### src/rtl/mmio_pkg.sv
package mmio_pkg;

  typedef enum logic [2:0] {
    SEL_MEM  = 3'd0,
    SEL_KSTAT = 3'd1,
    SEL_KDATA = 3'd2,
    SEL_DSTAT = 3'd3,
    SEL_DDATA = 3'd4
  } reg_sel_e;

  localparam int unsigned BUS_W  = 16;
  localparam int unsigned CHAR_W = 8;

endpackage

### src/rtl/mmio_decode.sv
module mmio_decode
  import mmio_pkg::*;
#(
  parameter int unsigned ADDR_W     = 16,
  parameter logic [ADDR_W-1:0] KSTAT_ADDR = 16'hFE00,
  parameter logic [ADDR_W-1:0] KDATA_ADDR = 16'hFE02,
  parameter logic [ADDR_W-1:0] DSTAT_ADDR = 16'hFE04,
  parameter logic [ADDR_W-1:0] DDATA_ADDR = 16'hFE06
) (
  input  logic [ADDR_W-1:0] addr,
  output reg_sel_e          sel,
  output logic              is_dev
);

  always_comb begin
    if (addr == KSTAT_ADDR)      sel = SEL_KSTAT;
    else if (addr == KDATA_ADDR) sel = SEL_KDATA;
    else if (addr == DSTAT_ADDR) sel = SEL_DSTAT;
    else if (addr == DDATA_ADDR) sel = SEL_DDATA;
    else                         sel = SEL_MEM;
  end

  assign is_dev = (sel != SEL_MEM);

endmodule

### src/rtl/kbd_port.sv
module kbd_port #(
  parameter int unsigned CHAR_W  = 8,
  parameter bit          IRQ_REG = 1'b1
) (
  input  logic              clk,
  input  logic              rst,
  input  logic              key_valid,
  input  logic [CHAR_W-1:0] key_char,
  input  logic              data_rd,
  input  logic              stat_wr,
  input  logic              ie_wdata,
  output logic              ready,
  output logic              ie,
  output logic [CHAR_W-1:0] char_q,
  output logic              irq
);

  logic accept;
  assign accept = key_valid && (!ready || data_rd);

  always_ff @(posedge clk) begin
    if (rst) begin
      ready  <= 1'b0;
      char_q <= '0;
    end else if (accept) begin
      ready  <= 1'b1;
      char_q <= key_char;
    end else if (data_rd) begin
      ready  <= 1'b0;
    end
  end

  always_ff @(posedge clk) begin
    if (rst)          ie <= 1'b0;
    else if (stat_wr) ie <= ie_wdata;
  end

  generate
    if (IRQ_REG) begin : g_irq_reg
      always_ff @(posedge clk) begin
        if (rst) irq <= 1'b0;
        else     irq <= ready && ie;
      end
    end else begin : g_irq_comb
      assign irq = ready && ie;
    end
  endgenerate

endmodule

### src/rtl/disp_port.sv
module disp_port #(
  parameter int unsigned CHAR_W  = 8,
  parameter bit          IRQ_REG = 1'b1
) (
  input  logic              clk,
  input  logic              rst,
  input  logic              data_wr,
  input  logic [CHAR_W-1:0] wchar,
  input  logic              stat_wr,
  input  logic              ie_wdata,
  input  logic              done,
  output logic              ready,
  output logic              ie,
  output logic [CHAR_W-1:0] char_q,
  output logic              out_valid,
  output logic              irq
);

  logic take;
  assign take = data_wr && ready;

  always_ff @(posedge clk) begin
    if (rst) begin
      ready     <= 1'b1;
      char_q    <= '0;
      out_valid <= 1'b0;
    end else begin
      out_valid <= take;
      if (take) begin
        ready  <= 1'b0;
        char_q <= wchar;
      end else if (done) begin
        ready  <= 1'b1;
      end
    end
  end

  always_ff @(posedge clk) begin
    if (rst)          ie <= 1'b0;
    else if (stat_wr) ie <= ie_wdata;
  end

  generate
    if (IRQ_REG) begin : g_irq_reg
      always_ff @(posedge clk) begin
        if (rst) irq <= 1'b0;
        else     irq <= ready && ie;
      end
    end else begin : g_irq_comb
      assign irq = ready && ie;
    end
  endgenerate

endmodule

### src/rtl/kbd_disp_mmio.sv
module kbd_disp_mmio
  import mmio_pkg::*;
#(
  parameter int unsigned ADDR_W  = 16,
  parameter int unsigned DATA_W  = 16,
  parameter int unsigned CHAR_W  = 8,
  parameter bit          IRQ_REG = 1'b1
) (
  input  logic              clk,
  input  logic              rst,
  input  logic [ADDR_W-1:0] bus_addr,
  input  logic              bus_rd,
  input  logic              bus_wr,
  input  logic [DATA_W-1:0] bus_wdata,
  input  logic [DATA_W-1:0] mem_rdata,
  output logic              mem_we,
  output logic [DATA_W-1:0] bus_rdata,
  input  logic              key_valid,
  input  logic [CHAR_W-1:0] key_char,
  output logic              disp_valid,
  output logic [CHAR_W-1:0] disp_char,
  input  logic              disp_done,
  output logic              kbd_irq,
  output logic              disp_irq
);

  localparam int unsigned RDY_BIT = DATA_W - 1;
  localparam int unsigned IE_BIT  = DATA_W - 2;

  reg_sel_e sel;
  logic     is_dev;

  mmio_decode #(.ADDR_W(ADDR_W)) u_dec (
    .addr   (bus_addr),
    .sel    (sel),
    .is_dev (is_dev)
  );

  assign mem_we = bus_wr && !is_dev;

  logic kdata_rd, kstat_wr, ddata_wr, dstat_wr;
  assign kdata_rd = bus_rd && (sel == SEL_KDATA);
  assign kstat_wr = bus_wr && (sel == SEL_KSTAT);
  assign ddata_wr = bus_wr && (sel == SEL_DDATA);
  assign dstat_wr = bus_wr && (sel == SEL_DSTAT);

  logic              kbd_ready, kbd_ie;
  logic [CHAR_W-1:0] kbd_char;
  logic              dsp_ready, dsp_ie;
  logic [CHAR_W-1:0] dsp_char;

  kbd_port #(.CHAR_W(CHAR_W), .IRQ_REG(IRQ_REG)) u_kbd (
    .clk       (clk),
    .rst       (rst),
    .key_valid (key_valid),
    .key_char  (key_char),
    .data_rd   (kdata_rd),
    .stat_wr   (kstat_wr),
    .ie_wdata  (bus_wdata[IE_BIT]),
    .ready     (kbd_ready),
    .ie        (kbd_ie),
    .char_q    (kbd_char),
    .irq       (kbd_irq)
  );

  disp_port #(.CHAR_W(CHAR_W), .IRQ_REG(IRQ_REG)) u_dsp (
    .clk       (clk),
    .rst       (rst),
    .data_wr   (ddata_wr),
    .wchar     (bus_wdata[CHAR_W-1:0]),
    .stat_wr   (dstat_wr),
    .ie_wdata  (bus_wdata[IE_BIT]),
    .done      (disp_done),
    .ready     (dsp_ready),
    .ie        (dsp_ie),
    .char_q    (dsp_char),
    .out_valid (disp_valid),
    .irq       (disp_irq)
  );

  assign disp_char = dsp_char;

  logic unused_wdata;
  assign unused_wdata = ^{bus_wdata[DATA_W-1], bus_wdata[IE_BIT-1:CHAR_W]};

  logic [DATA_W-1:0] kstat_word, dstat_word, kdata_word, ddata_word, rd_next;

  always_comb begin
    kstat_word          = '0;
    kstat_word[RDY_BIT] = kbd_ready;
    kstat_word[IE_BIT]  = kbd_ie;
    dstat_word          = '0;
    dstat_word[RDY_BIT] = dsp_ready;
    dstat_word[IE_BIT]  = dsp_ie;
    kdata_word          = '0;
    kdata_word[CHAR_W-1:0] = kbd_char;
    ddata_word          = '0;
    ddata_word[CHAR_W-1:0] = dsp_char;
  end

  always_comb begin
    unique case (sel)
      SEL_KSTAT: rd_next = kstat_word;
      SEL_KDATA: rd_next = kdata_word;
      SEL_DSTAT: rd_next = dstat_word;
      SEL_DDATA: rd_next = ddata_word;
      default:   rd_next = mem_rdata;
    endcase
  end

  always_ff @(posedge clk) begin
    if (rst)         bus_rdata <= '0;
    else if (bus_rd) bus_rdata <= rd_next;
  end

endmodule

### config.mk
export PLATFORM = sky130hd
export DESIGN_NAME = kbd_disp_mmio
export DESIGN_NICKNAME = d
export VERILOG_FILES = /design/src/rtl/mmio_pkg.sv /design/src/rtl/mmio_decode.sv /design/src/rtl/kbd_port.sv /design/src/rtl/disp_port.sv /design/src/rtl/kbd_disp_mmio.sv
export SDC_FILE = /design/constraint.sdc
export NUM_CORES = 1
export LEC_CHECK = 0
export ABC_AREA = 0
export CORE_ASPECT_RATIO = 1.4
export CORE_MARGIN = 1.5
export CORE_UTILIZATION = 36
export DETAILED_ROUTE_END_ITERATION = 10
export PLACE_DENSITY = 0.87
export SETUP_SLACK_MARGIN = 0.05
export SLEW_MARGIN = 5
export SYNTH_ARGS = -nofsm -noshare
export SYNTH_HDL_FRONTEND = slang
export SYNTH_SLANG_ARGS = --single-unit
### constraint.sdc
create_clock -name clk -period 1.53 [get_ports clk]
set_input_delay 0.153 -clock clk [delete_from_list [all_inputs] [get_ports clk]]
set_output_delay 0.153 -clock clk [all_outputs]
set_load 0.05 [all_outputs]
==> impl_metrics.tcl <==
set metrics [dict create \
    insertion_delay_ns 0.29 \
    via_count 1871 \
    rsz0062_at_grt "yes" \
    p_comb_share_pct 19.4 \
    area_growth_pct 69.44 \
    ys.warnings.count 0 \
    crit_fanout 4 \
    power_density_nw_per_um2 779.9 \
    die-area_sq_um 5455 \
    cts_buffers 5 \
    post_route_cells_drive_above_1_share_pct 28.95 \
    grt.overflow.total 0 \
    wl_per_cell_um 14.72 \
    cap_violations 0 \
    p_int_w 0.001773 \
    path_cells "dlygate4sd2_1 > nor4bb_4 > buf_4 > buf_4 > nand4_1 > buf_6 > o21ai_2 > a21oi_2" \
    final_cell_area_sq_um 3059 \
    numPortBuffers 82 \
    crit_type "primary input to flop" \
    crit_slowest_cell "nor4bb_4" \
    clkPwrFrac_pct 35.5 \
    die_h_um 86.80 \
    grt_pass1_wl_um 8335 \
    cts-root-buf "clkbuf_8" \
    worst_pin_slew_ns 0.4882 \
    io_pins 90 \
    drtPass1Iterations 4 \
    avgViaCountPerCell 5.084 \
    hold_viol 0 \
    avgSynthCellArea_sq_um 8.982 \
    fill_cells 395 \
    cp.arrival_ns 1.62 \
    coreArea_sq_um 4842 \
    whs_ns 0.3304 \
    synth_nets 263 \
    track_usage_pct 19.21 \
    worstPathRequired_ns 1.71 \
    nNetsFinal 365 \
    die_w_um 62.85 \
    yosysSeqAreaShare_pct 43.24 \
    drv_slew 0 \
    fin_crit_sh_pct 94.48 \
    period_minus_slack_ns 1.445 \
    clk_pin_slew_ns 0.07 \
    num_rows 30 \
    status "finished, final reports clean" \
    cts_htree_levels 2 \
    setup_viol 0 \
    synth_area_leader_cell "dfxtp_1" \
    synth_top_family_by_area "simple AND/OR/NAND/NOR gates" \
    synth_simple_gate_area_share_pct 29.52 \
    cts_tree "built" \
    start_util_pct 37.29 \
    ir_drop_mv 0.4793 \
    postRouteAntennaNets 0 \
    drt_iter0_drc 72 \
    slew_headroom_pct 67.37 \
    synthXorXnorAreaFrac_pct 0 \
    drt-total-wl_um 5417 \
    synthAdderAreaFrac_pct 0 \
    synth_top_area_share_pct 43.24 \
    postPlaceCellArea_sq_um 2740 \
    cts_sinks 39 \
    yosys_register_bits 39 \
    netlist_area_sq_um 1805 \
    clockBufferDepth 2 \
    max_freq_mhz 691.8 \
    antenna_found_initial 0 \
    grt_max_degree 29 \
    leakage_nw 1.272 \
    switching_share_pct 25.67 \
    antenna_cells 0 \
    drcViolationCount 0 \
    skew_ns 0.009535 \
    grt_pass1_vias 1797 \
    hp-class "primary input to flop" \
    netlist_instances 201 \
    worstSetupEndpointType "flop" \
    synthTopCellsByArea "dfxtp_1 (43%), nand2b_1 (9.4%), mux2i_1 (6.7%)" \
    cpMostUsedCell "buf_4" \
    muxShareOfSynthArea_pct 6.653 \
    power_frac_seq_pct 45.1 \
    gp_congestion 0.8274 \
    synth-compound-area-share_pct 15.87 \
    hpwl_um 3693 \
    critPathMaxStageDelay_ns 0.35 \
    start_kind "primary input" \
    switchingPower_w 0.0006125 \
    yosysUniqueCellTypes 30 \
]
## critical path, delay by kind of cell
family / cells / cell delay, ns
AND/OR/NAND/NOR: 2 / 0.52
buffers and inverters: 4 / 0.74
AO/OA/AOI/OAI: 2 / 0.21
## cell usage in the layout, fill, tap and decap left out, types with 2 or more instances in the layout
cell	count
o21ai_1	3
clkdlybuf4s15_1	2
a221oi_2	2
nand4_1	2
buf_6	8
buf_4	42
nand3_2	2
o31ai_1	8
dlygate4sd2_1	11
or3_1	2
buf_8	2
mux2i_1	12
nor2_1	14
dlymetal6s2s_1	2
inv_1	2
buf_12	4
o21ai_2	4
nand2_1	13
a21oi_1	13
dfxtp_1	39
and4_4	3
a21oi_2	2
nand2b_1	27
nand3_1	15
and2_1	2
a221oi_1	6
clkbuf_8	5
clkdlybuf4s50_1	38
## final timing paths
check / startpoint / end / slack, ns / depth (start not counted)
max: bus_addr[0] / u_dsp.char_q[6]$_SDFFE_PP0P_ / 0.08 / 8
min: bus_addr[1] / u_dsp.out_valid$_SDFF_PP0_ / 0.33 / 4
max reg2reg: u_dsp.ready$_SDFFE_PP1P_ / u_dsp.out_valid$_SDFF_PP0_ / 0.30 / 2
min reg2reg: bus_rdata[5]$_SDFFE_PP0P_ / bus_rdata[5]$_SDFFE_PP0P_ / 0.46 / 2
## state kept, by name (all words and copies together) (netlist names)
signal,flops
u_kbd.ready,1
u_dsp.irq,1
u_dsp.ready,1
bus_rdata,16
u_dsp.out_valid,1
u_dsp.ie,1
u_dsp.char_q,8
u_kbd.char_q,8
u_kbd.ie,1
u_kbd.irq,1
## routing by layer
| layer | global-route usage [%] | vias up | wire (um) |
|---|---|---|---|
| met3 | 4.286 | 9 | 262 |
| met2 | 33.14 | 62 | 2799 |
| li1 | - | 927 | - |
| met1 | 22.48 | 873 | 2241 |
| met5 | 0 | - | 0 |
| met4 | 9.495 | 0 | 113 |
## through the flow
stage / std cells / setup TNS (ns) / total power, W / setup WS (ns) / util [%]
after floorplan: 201 / 0 / 0.001306 / 0.08493 / -
after global placement: 351 / -7.937 / 0.001540 / -0.2985 / 56.59
after detailed placement: 351 / -10.06 / 0.001547 / -0.4005 / 56.59
after CTS: 364 / 0 / 0.002388 / 0.05365 / 60.75
after global routing: 368 / 0 / 0.002473 / 0.01710 / 63.18
final: 368 / 0 / 0.002386 / 0.08452 / 63.18
## area by class of cell
class	count	area (sq um)	share of cell area, %
clock inverters	3	43.79	1.431
well taps	64	80.08	2.618
flip-flops and latches	39	780.7	25.52
clock buffers	5	68.82	2.249
repair buffers	110	1042	34.07
inverters	2	7.507	0.2454
multi-input cells	145	1036	33.86
## power groups by stage
| stage | logic (W) | clock network, W | registers [W] |
|---|---|---|---|
| global route | 0.000488 | 0.000903 | 0.00108 |
| global placement | 0.000442 | 0 | 0.00110 |
| detailed placement | 0.000447 | 0 | 0.00110 |
| floorplan | 0.000125 | 0 | 0.00118 |
| CTS | 0.000452 | 0.000859 | 0.00108 |
| finish | 0.000462 | 0.000847 | 0.00108 |
## repair_timing
| item | CTS | global route |
|---|---|---|
| resized for setup | 33 | 33 |
| buffers inserted | 5 | 3 |
| gates cloned | 0 | 1 |
| endpoints found under the hold margin | 0 | 0 |
| hold buffers | 0 | 0 |
| setup endpoints to repair | 27 | 29 |
| pin swaps | 10 | 14 |
## kinds of logic after synthesis
logic type | after synthesis
AND/OR/NAND/NOR | 89
AO/OA/AOI/OAI | 44
flip-flops | 39
buffers and inverters | 17
multiplexers | 12
## Yosys cell counts (all sizes together)
| master | number |
|---|---|
| nor4 | 1 |
| o21ai | 9 |
| mux2i | 12 |
| and4b | 1 |
| and2 | 3 |
| nand4 | 3 |
| nor2 | 15 |
| nand2 | 13 |
| nand3 | 17 |
| dfxtp | 39 |
| nand4b | 1 |
| a311oi | 2 |
| buf | 6 |
| nor4bb | 1 |
| clkbuf | 9 |
| and4 | 3 |
| a221oi | 8 |
| a21oi | 15 |
| o22ai | 2 |
| inv | 2 |
| o31ai | 8 |
| nor4b | 2 |
| or3 | 2 |
| nand2b | 27 |
Note: power is estimated with default switching activity, not from simulation.
